===== config.mk =====
export PLATFORM = sky130hd
export DESIGN_NAME = divcfg_loader
export DESIGN_NICKNAME = d
export VERILOG_FILES = /design/src/rtl/divcfg_pkg.sv /design/src/rtl/divcfg_sync.sv /design/src/rtl/divcfg_shift.sv /design/src/rtl/divcfg_loader.sv
export SDC_FILE = /design/constraint.sdc
export NUM_CORES = 1
export LEC_CHECK = 0
export ABC_AREA = 1
export BUFFER_PORTS_ARGS = -buffer_cell sky130_fd_sc_hd__buf_4
export CELL_PAD_IN_SITES_DETAIL_PLACEMENT = 1
export CELL_PAD_IN_SITES_GLOBAL_PLACEMENT = 1
export CORE_MARGIN = 2
export CORE_UTILIZATION = 43
export CTS_CLUSTER_DIAMETER = 30
export DETAILED_ROUTE_END_ITERATION = 10
export MAX_ROUTING_LAYER = met4
export PLACE_DENSITY = 0.92
export SYNTH_ARGS = -nofsm -noshare
export SYNTH_HDL_FRONTEND = slang
export SYNTH_SLANG_ARGS = --single-unit

===== constraint.sdc =====
create_clock -name clk -period 3.25 [get_ports clk]
set_input_delay 0.325 -clock clk [delete_from_list [all_inputs] [get_ports clk]]
set_output_delay 0.325 -clock clk [all_outputs]
set_load 0.03 [all_outputs]

===== src/rtl/divcfg_pkg.sv =====
package divcfg_pkg;
    // which source writes the target registers in a given cycle
    typedef enum logic [1:0] {
        SRC_HOLD = 2'd0,
        SRC_PAR  = 2'd1,
        SRC_SER  = 2'd2
    } src_e;

    localparam int SYNC_STAGES_DEF = 2;
endpackage


===== src/rtl/divcfg_sync.sv =====
module divcfg_sync #(
    parameter int             W       = 1,
    parameter int             STAGES  = 2,
    parameter logic [W-1:0]   RST_VAL = '0
) (
    input  logic         clk,
    input  logic         rst_n,
    input  logic [W-1:0] d,
    output logic [W-1:0] q
);
    logic [W-1:0] stg_d [STAGES];
    logic [W-1:0] stg_q [STAGES];

    for (genvar g = 0; g < STAGES; g++) begin : g_stage
        if (g == 0) begin : g_first
            assign stg_d[g] = d;
        end else begin : g_next
            assign stg_d[g] = stg_q[g-1];
        end
    end

    always_ff @(posedge clk or negedge rst_n) begin
        if (!rst_n) begin
            for (int i = 0; i < STAGES; i++) stg_q[i] <= RST_VAL;
        end else begin
            for (int i = 0; i < STAGES; i++) stg_q[i] <= stg_d[i];
        end
    end

    assign q = stg_q[STAGES-1];
endmodule


===== src/rtl/divcfg_shift.sv =====
module divcfg_shift #(
    parameter int W = 14
) (
    input  logic         clk,
    input  logic         rst_n,
    input  logic         shift_en,
    input  logic         din,
    output logic [W-1:0] sh_d,
    output logic [W-1:0] sh_q
);
    always_comb begin
        sh_d = sh_q;
        if (shift_en) sh_d = {sh_q[W-2:0], din};
    end

    always_ff @(posedge clk or negedge rst_n) begin
        if (!rst_n) sh_q <= '0;
        else        sh_q <= sh_d;
    end


    shift_in_chk: assert property (@(posedge clk) disable iff (!rst_n)
        shift_en |=> (sh_q[0] == $past(din)) && (sh_q[W-1:1] == $past(sh_q[W-2:0])));


    shift_idle_chk: assert property (@(posedge clk) disable iff (!rst_n)
        !shift_en |=> $stable(sh_q));
endmodule


===== src/rtl/divcfg_loader.sv =====
module divcfg_loader
    import divcfg_pkg::*;
#(
    parameter int M_W         = 9,
    parameter int N_W         = 2,
    parameter int T_W         = 2,
    parameter int NULL_W      = 1,
    parameter int SYNC_STAGES = SYNC_STAGES_DEF,
    parameter int LOCK_MIN    = 8,
    parameter int LOCK_MAX    = 28
) (
    input  logic           clk,
    input  logic           rst_n,
    input  logic [M_W-1:0] par_m,
    input  logic [N_W-1:0] par_n,
    input  logic           par_load_n,
    input  logic           ser_clk,
    input  logic           ser_data,
    input  logic           ser_load,
    output logic [M_W-1:0] div_m,
    output logic [N_W-1:0] div_n,
    output logic [T_W-1:0] test_sel,
    output logic           shift_tap,
    output logic           serial_mode,
    output logic           m_lock_ok
);
    localparam int FRAME_W = T_W + NULL_W + N_W + M_W;
    localparam int N_LSB   = M_W;
    localparam int T_LSB   = M_W + N_W + NULL_W;
    localparam int CTL_W   = 4;
    localparam int PL_I    = 0;
    localparam int SD_I    = 1;
    localparam int SC_I    = 2;
    localparam int SL_I    = 3;
    localparam logic [CTL_W-1:0] CTL_RST = CTL_W'(1 << PL_I);
    localparam logic [M_W-1:0] LOCK_LO = M_W'(LOCK_MIN);
    localparam logic [M_W-1:0] LOCK_HI = M_W'(LOCK_MAX);

    typedef struct packed {
        logic [M_W-1:0] m;
        logic [N_W-1:0] n;
        logic [T_W-1:0] t;
        logic           mode;
        logic           sc_prev;
        logic           sl_prev;
    } state_t;

    state_t state_d, state_q;
    src_e   src;

    logic [CTL_W-1:0]   ctl_s;
    logic               pl_s, sd_s, sc_s, sl_s;
    logic               sc_rise, sl_rise, shift_en;
    logic [FRAME_W-1:0] sh_d, sh_q;

    divcfg_sync #(.W(CTL_W), .STAGES(SYNC_STAGES), .RST_VAL(CTL_RST)) u_sync (
        .clk   (clk),
        .rst_n (rst_n),
        .d     ({ser_load, ser_clk, ser_data, par_load_n}),
        .q     (ctl_s)
    );

    assign pl_s = ctl_s[PL_I];
    assign sd_s = ctl_s[SD_I];
    assign sc_s = ctl_s[SC_I];
    assign sl_s = ctl_s[SL_I];

    assign sc_rise  = sc_s & ~state_q.sc_prev;
    assign sl_rise  = sl_s & ~state_q.sl_prev;
    assign shift_en = pl_s & sc_rise;

    divcfg_shift #(.W(FRAME_W)) u_shift (
        .clk      (clk),
        .rst_n    (rst_n),
        .shift_en (shift_en),
        .din      (sd_s),
        .sh_d     (sh_d),
        .sh_q     (sh_q)
    );

    always_comb begin
        state_d         = state_q;
        state_d.sc_prev = sc_s;
        state_d.sl_prev = sl_s;

        if (!pl_s)                           src = SRC_PAR;
        else if (sl_rise || (sc_rise && sl_s)) src = SRC_SER;
        else                                 src = SRC_HOLD;

        case (src)
            SRC_PAR: begin
                state_d.m    = par_m;
                state_d.n    = par_n;
                state_d.mode = 1'b0;
            end
            SRC_SER: begin
                state_d.m = sh_d[M_W-1:0];
                state_d.n = sh_d[N_LSB +: N_W];
                state_d.t = sh_d[T_LSB +: T_W];
            end
            default: ;
        endcase

        if (pl_s && sl_rise) state_d.mode = 1'b1;
    end

    always_ff @(posedge clk or negedge rst_n) begin
        if (!rst_n) state_q <= '0;
        else        state_q <= state_d;
    end

    assign div_m       = state_q.m;
    assign div_n       = state_q.n;
    assign test_sel    = state_q.t;
    assign serial_mode = state_q.mode;
    assign shift_tap   = sh_q[FRAME_W-1];
    assign m_lock_ok   = (state_q.m >= LOCK_LO) && (state_q.m <= LOCK_HI);


    t_par_hold_chk: assert property (@(posedge clk) disable iff (!rst_n)
        !pl_s |=> $stable(test_sel));


    mode_par_clear_chk: assert property (@(posedge clk) disable iff (!rst_n)
        !pl_s |=> !serial_mode);


    latched_hold_chk: assert property (@(posedge clk) disable iff (!rst_n)
        (pl_s && !sl_s) |=> ($stable(div_m) && $stable(div_n) && $stable(test_sel)));


    shift_par_idle_chk: assert property (@(posedge clk) disable iff (!rst_n)
        !pl_s |=> $stable(shift_tap));
endmodule


Yosys cells after proc, flatten, opt, wreduce, memory -nomap -nowiden
Cells that the tools add are included.
{"block": "totals", "inputBits": 17, "ff_bits": 38, "elab_cells": 31}
{"block": "classes", "n_bitwise": 5, "n_eq_ne": 2, "mux": 6, "n_lt_le_gt_ge": 2, "reduce_logical": 6}
{"op": "$pmux W11 S2", "n": 1}
{"op": "$mux W14", "n": 1}
{"op": "$ge A9 B4 Y1 const B", "n": 1}
{"op": "$le A9 B5 Y1 const B", "n": 1}
{"op": "$mux W2", "n": 2}
{"op": "$reduce_bool A2 Y1", "n": 2}
{"op": "$and A1 B1 Y1", "n": 3}
{"op": "$logic_and A1 B1 Y1", "n": 3}
{"op": "$eq A2 B1 Y1 const B", "n": 1}
{"op": "$eq A2 B2 Y1 const B", "n": 1}
{"op": "$mux W1", "n": 2}
{"op": "$not A1 Y1", "n": 2}
{"op": "$logic_or A1 B1 Y1", "n": 1}

Depth between registers and ports, before layout
{"block": "logic_depth", "ltp_word": 9, "ltp_mapped": 8, "ltp_nobuf": 7}

Hierarchy
From an unflattened synthesis, not the netlist that was laid out.
{"block": "hier_totals", "hier_cells": 171, "area_unflattened_um2": 1605.3}
{"mod": "divcfg_loader", "instances": 1, "area_each_um2": 872.1, "cells_per_inst": 104, "seq_area_each_um2": 400.4}
{"mod": "divcfg_shift", "instances": 1, "area_each_um2": 530.5, "cells_per_inst": 59, "seq_area_each_um2": 350.3}
{"mod": "divcfg_sync", "instances": 1, "area_each_um2": 202.7, "cells_per_inst": 8, "seq_area_each_um2": 202.7}

Worst setup path after synthesis
OpenSTA, ideal clock, no wires.
{"block": "synth_path", "path_kind": "flip-flop to output port", "startpoint": "register state_q, in the netlist div_m[7]", "endpoint": "output m_lock_ok", "n_path_buf": 0, "t_arrival_ps": 961, "setup_slack_ps": 1964, "path_stages_with_launch": 4, "required_time_ps": 2925, "cell_sequence": "dfrtp_1 nor2_1 o211ai_1 nor2_1"}
{"block": "synth_via", "elab_chain_cells": 2, "elab_cells_between_ends": 3}
{"element": "from (decl)", "line_no": "divcfg_loader.sv:48", "source": "state_t state_d, state_q;"}
{"element": "from (signal assigned)", "line_no": "divcfg_loader.sv:109", "source": "else state_q <= state_d;"}
{"element": "$ge A9 B4 Y1 / $le A9 B5 Y1 (equally long branches)", "line_no": "divcfg_loader.sv:117", "source": "assign m_lock_ok = (state_q.m >= LOCK_LO) && (state_q.m <= LOCK_HI);"}
{"element": "$logic_and A1 B1 Y1 *", "line_no": "divcfg_loader.sv:117"}
{"element": "to (decl)", "line_no": "divcfg_loader.sv:25", "source": "output logic m_lock_ok"}
Mark *: on every way between the ends. The rest lies on a longest branch, timed or not.

Worst setup path after layout
{"block": "layout_path", "startpoint": "register u_sync.stg_q, in the netlist u_sync.q[0]", "endpoint": "register state_q, in the netlist div_m[2]"}
{"block": "layout_via", "elab_chain_cells": 3, "elab_cells_between_ends": 7}
{"element": "from (decl)", "line_no": "divcfg_sync.sv:12", "source": "logic [W-1:0] stg_q [STAGES];"}
{"element": "$and A1 B1 Y1", "line_no": "divcfg_loader.sv:70", "source": "assign shift_en = pl_s & sc_rise;"}
{"element": "$mux W14", "line_no": "divcfg_shift.sv:13", "source": "if (shift_en) sh_d = {sh_q[W-2:0], din};"}
{"element": "net sh_d[2]", "line_no": "divcfg_loader.sv:54", "source": "logic [FRAME_W-1:0] sh_d, sh_q;"}
{"element": "$pmux W11 S2", "line_no": "divcfg_loader.sv:90", "source": "case (src)"}
The timed path passes the listed nets, and every way through them passes these cells.
A chain may end at the register's enable or synchronous reset.

==> run summary <==
Status: completed
Synth Warn #: 0
Endpoints failing setup: 0
Port bufs: 32
Share of the synthesized area in the top cell type: 54.5%
Area added between synthesis and finish: 16.4%
Inst Count DP: 249
TritonCTS Sinks: 38
Largest net degree at the start of global routing: 39
CP Launch Type: flop
Sequential Power Share: 50.4%
Row Count: 22
Slew HR: 62.9%
Max-slew violations: 0
Worst EP required: 3480 ps
WP data arrival: 2140 ps
Peak VDD IR: 0.315 mV
Routed vias/inst: 4.81
PwrDens: 590 nW/um^2
Die Area: 4360 sq um
Chip height: 66 um
Wirelength, routed: 3560 um
Hpwl dp: 2590 um
Yosys cell types: 15
Synthesized flop and latch total: 38
Total grt overflow: 0
First-pass GRT wire length: 6240 um
Post-Syn Area per Cell: 8.75 sq um
Post-route total power: 1.14 mW
Crit share post-route: 58.9%
Sequential-to-total area share from yosys stat: 57.7%
RSZ-0062 raised after global routing: no
Type of the worst setup path: reg -> reg
FILL cells: 457
Final net count: 226
Die X: 66 um
Leading area contributor after synthesis: dfrtp_1
Ant diodes: 0
Post-Place Worst Slack: 1380 ps
Via Count: 1,241
DRC: 0
Critical path capture point type: flop
Root buffer cell: clkbuf_8
Period minus WS final: 1910 ps
Most frequent cells in the layout: nand2_1, dfrtp_1, buf_4, inv_1, nand4_1
Power Internal: 0.786 mW
Fmax: 0.523 GHz
Leak Pwr: 1.03 nW
Non-Filler Instances: 258
Maximum level of the CTS H-tree: 2
Maximum root-to-sink buffer count: 2
CTS clock-pin slew for the worst setup and hold paths: 70 ps
Final GP Congestion: 0.736
CP Max Fanout: 28
Mapped Nets: 206
Starting density of the core: 44.8%
Setup WS post-layout: 1340 ps
Initial antenna violation count: 0
Core area: 3690 sq um
Fraction of layout cells with a size suffix above 1: 22.4%
CTS tree: done
First-pass detailed-route iteration total: 4
Slew @ Worst Pin: 555 ps
Final Skew: 6.97 ps
Routed length per instance: 13.8 um
Worst skew pair latency: 290 ps
Netlist Area Pre-Place: 1650 sq um
TritonCTS Buffers: 5
Worst min-delay path class: in -> reg
Synth area leaders: dfrtp_1, nand2_1, inv_1
GRT Util Overall: 19.8%
Syn Inst Count: 189
Post-CTS Setup Bufs: 0
Post-route ant nets: 0
Count of maximum capacitance violations: 0
First DRT Iteration DRCs: 55
Psw: 0.349 mW
Setup TNS: 0 ps
Final hold violations: 0
Vias in the first global route: 1,342
Worst Hold Slack: 135 ps
I/O pins: 33
Clock share of power: 29.4%
Commonest non-fill, non-tap cell in the layout: nand2_1
Sw Ratio: 30.7%
Logic gate share of total power: 20.2%
==> stage by stage <==
step,cell area [sq um],utilization (%)
CTS,1920,52.2
finish,1920,52.2
global route,1920,52.2
detailed placement,1820,49.4
floorplan,1650,-
global placement,1820,49.4
==> worst paths after layout <==
check | slack (ps) | endpoint | cells after the start | start
min | 130 | u_sync.stg_d[0] | 1 | par_load_n
max reg2reg | 1340 | div_m[2] | 4 | u_sync.q[0]
min in group asynchronous | 530 | u_sync.stg_d[2] | 2 | rst_n
max | 1340 | div_m[2] | 4 | u_sync.q[0]
max in group asynchronous | 2370 | u_sync.q[0] | 2 | rst_n
min reg2reg | 360 | u_sync.q[1] | 0 | u_sync.stg_d[1]
==> registers in the layout (all words and copies together), names as in the netlist <==
register and count:
u_shift.sh_q 14, div_m 9, u_sync.q 4, u_sync.stg_d 4, div_n 2, state_q 2, test_sel 2, serial_mode 1
==> logic make-up after synthesis <==
family | after synthesis | synth area share (%)
AND/OR/NAND/NOR | 86 | 21.7
buffers and inverters | 49 | 14.5
flip-flops | 38 | 57.7
AO/OA/AOI/OAI | 16 | 6.13
==> what timing repair did <==
action,in CTS,in global routing
resized for setup,0,0
hold buffers,1,0
setup endpoints to repair,0,0
endpoints found under the hold margin,16,0
==> layout make-up <==
class	count	area (sq um)	area share, %
clock inverter	1	5.00	0.260
sequential	38	953	49.5
inverter	29	109	5.66
clock buffer	7	86.3	4.49
multi-input combinational	102	460	23.9
timing repair buffer	33	250	13.0
tap	48	60.1	3.12
==> power by group through the flow <==
stage,clock network (mW),registers (mW),logic (mW)
6_report,0.333,0.572,0.230
5_1_grt,0.364,0.579,0.255
4_1_cts,0.347,0.572,0.234
3_5_place_dp,0,0.581,0.232
3_3_place_gp,0,0.578,0.219
2_1_floorplan,0,0.575,0.168
==> cell usage after synthesis <==
| cell | instances |
|---|---|
| a21oi_1 | 2 |
| buf_2 | 2 |
| buf_4 | 14 |
| clkbuf_1 | 4 |
| dfrtp_1 | 36 |
| dfstp_2 | 2 |
| inv_1 | 29 |
| nand2_1 | 66 |
| nand3_1 | 2 |
| nand3_2 | 1 |
| nand4_1 | 11 |
| nor2_1 | 6 |
| o211ai_1 | 1 |
| o21ai_1 | 8 |
| o21ai_2 | 5 |
==> layer usage <==
| layer | up-vias | wire length, um | GRT usage [%] |
|---|---|---|---|
| met5 | - | 0 | - |
| met4 | 0 | 57 | 7.40 |
| met3 | 6 | 163 | 5.62 |
| met2 | 31 | 1740 | 32.8 |
| met1 | 599 | 1610 | 23.1 |
| li1 | 605 | - | - |
==> worst max-delay path, cell delays in order, from the launching register on <==
cell and delay [ps]:
dfstp_2 710, nand3_2 510, o21ai_1 430, nand2_1 110, nand2_1 90
No activity file was read; power rests on OpenSTA's default activity.
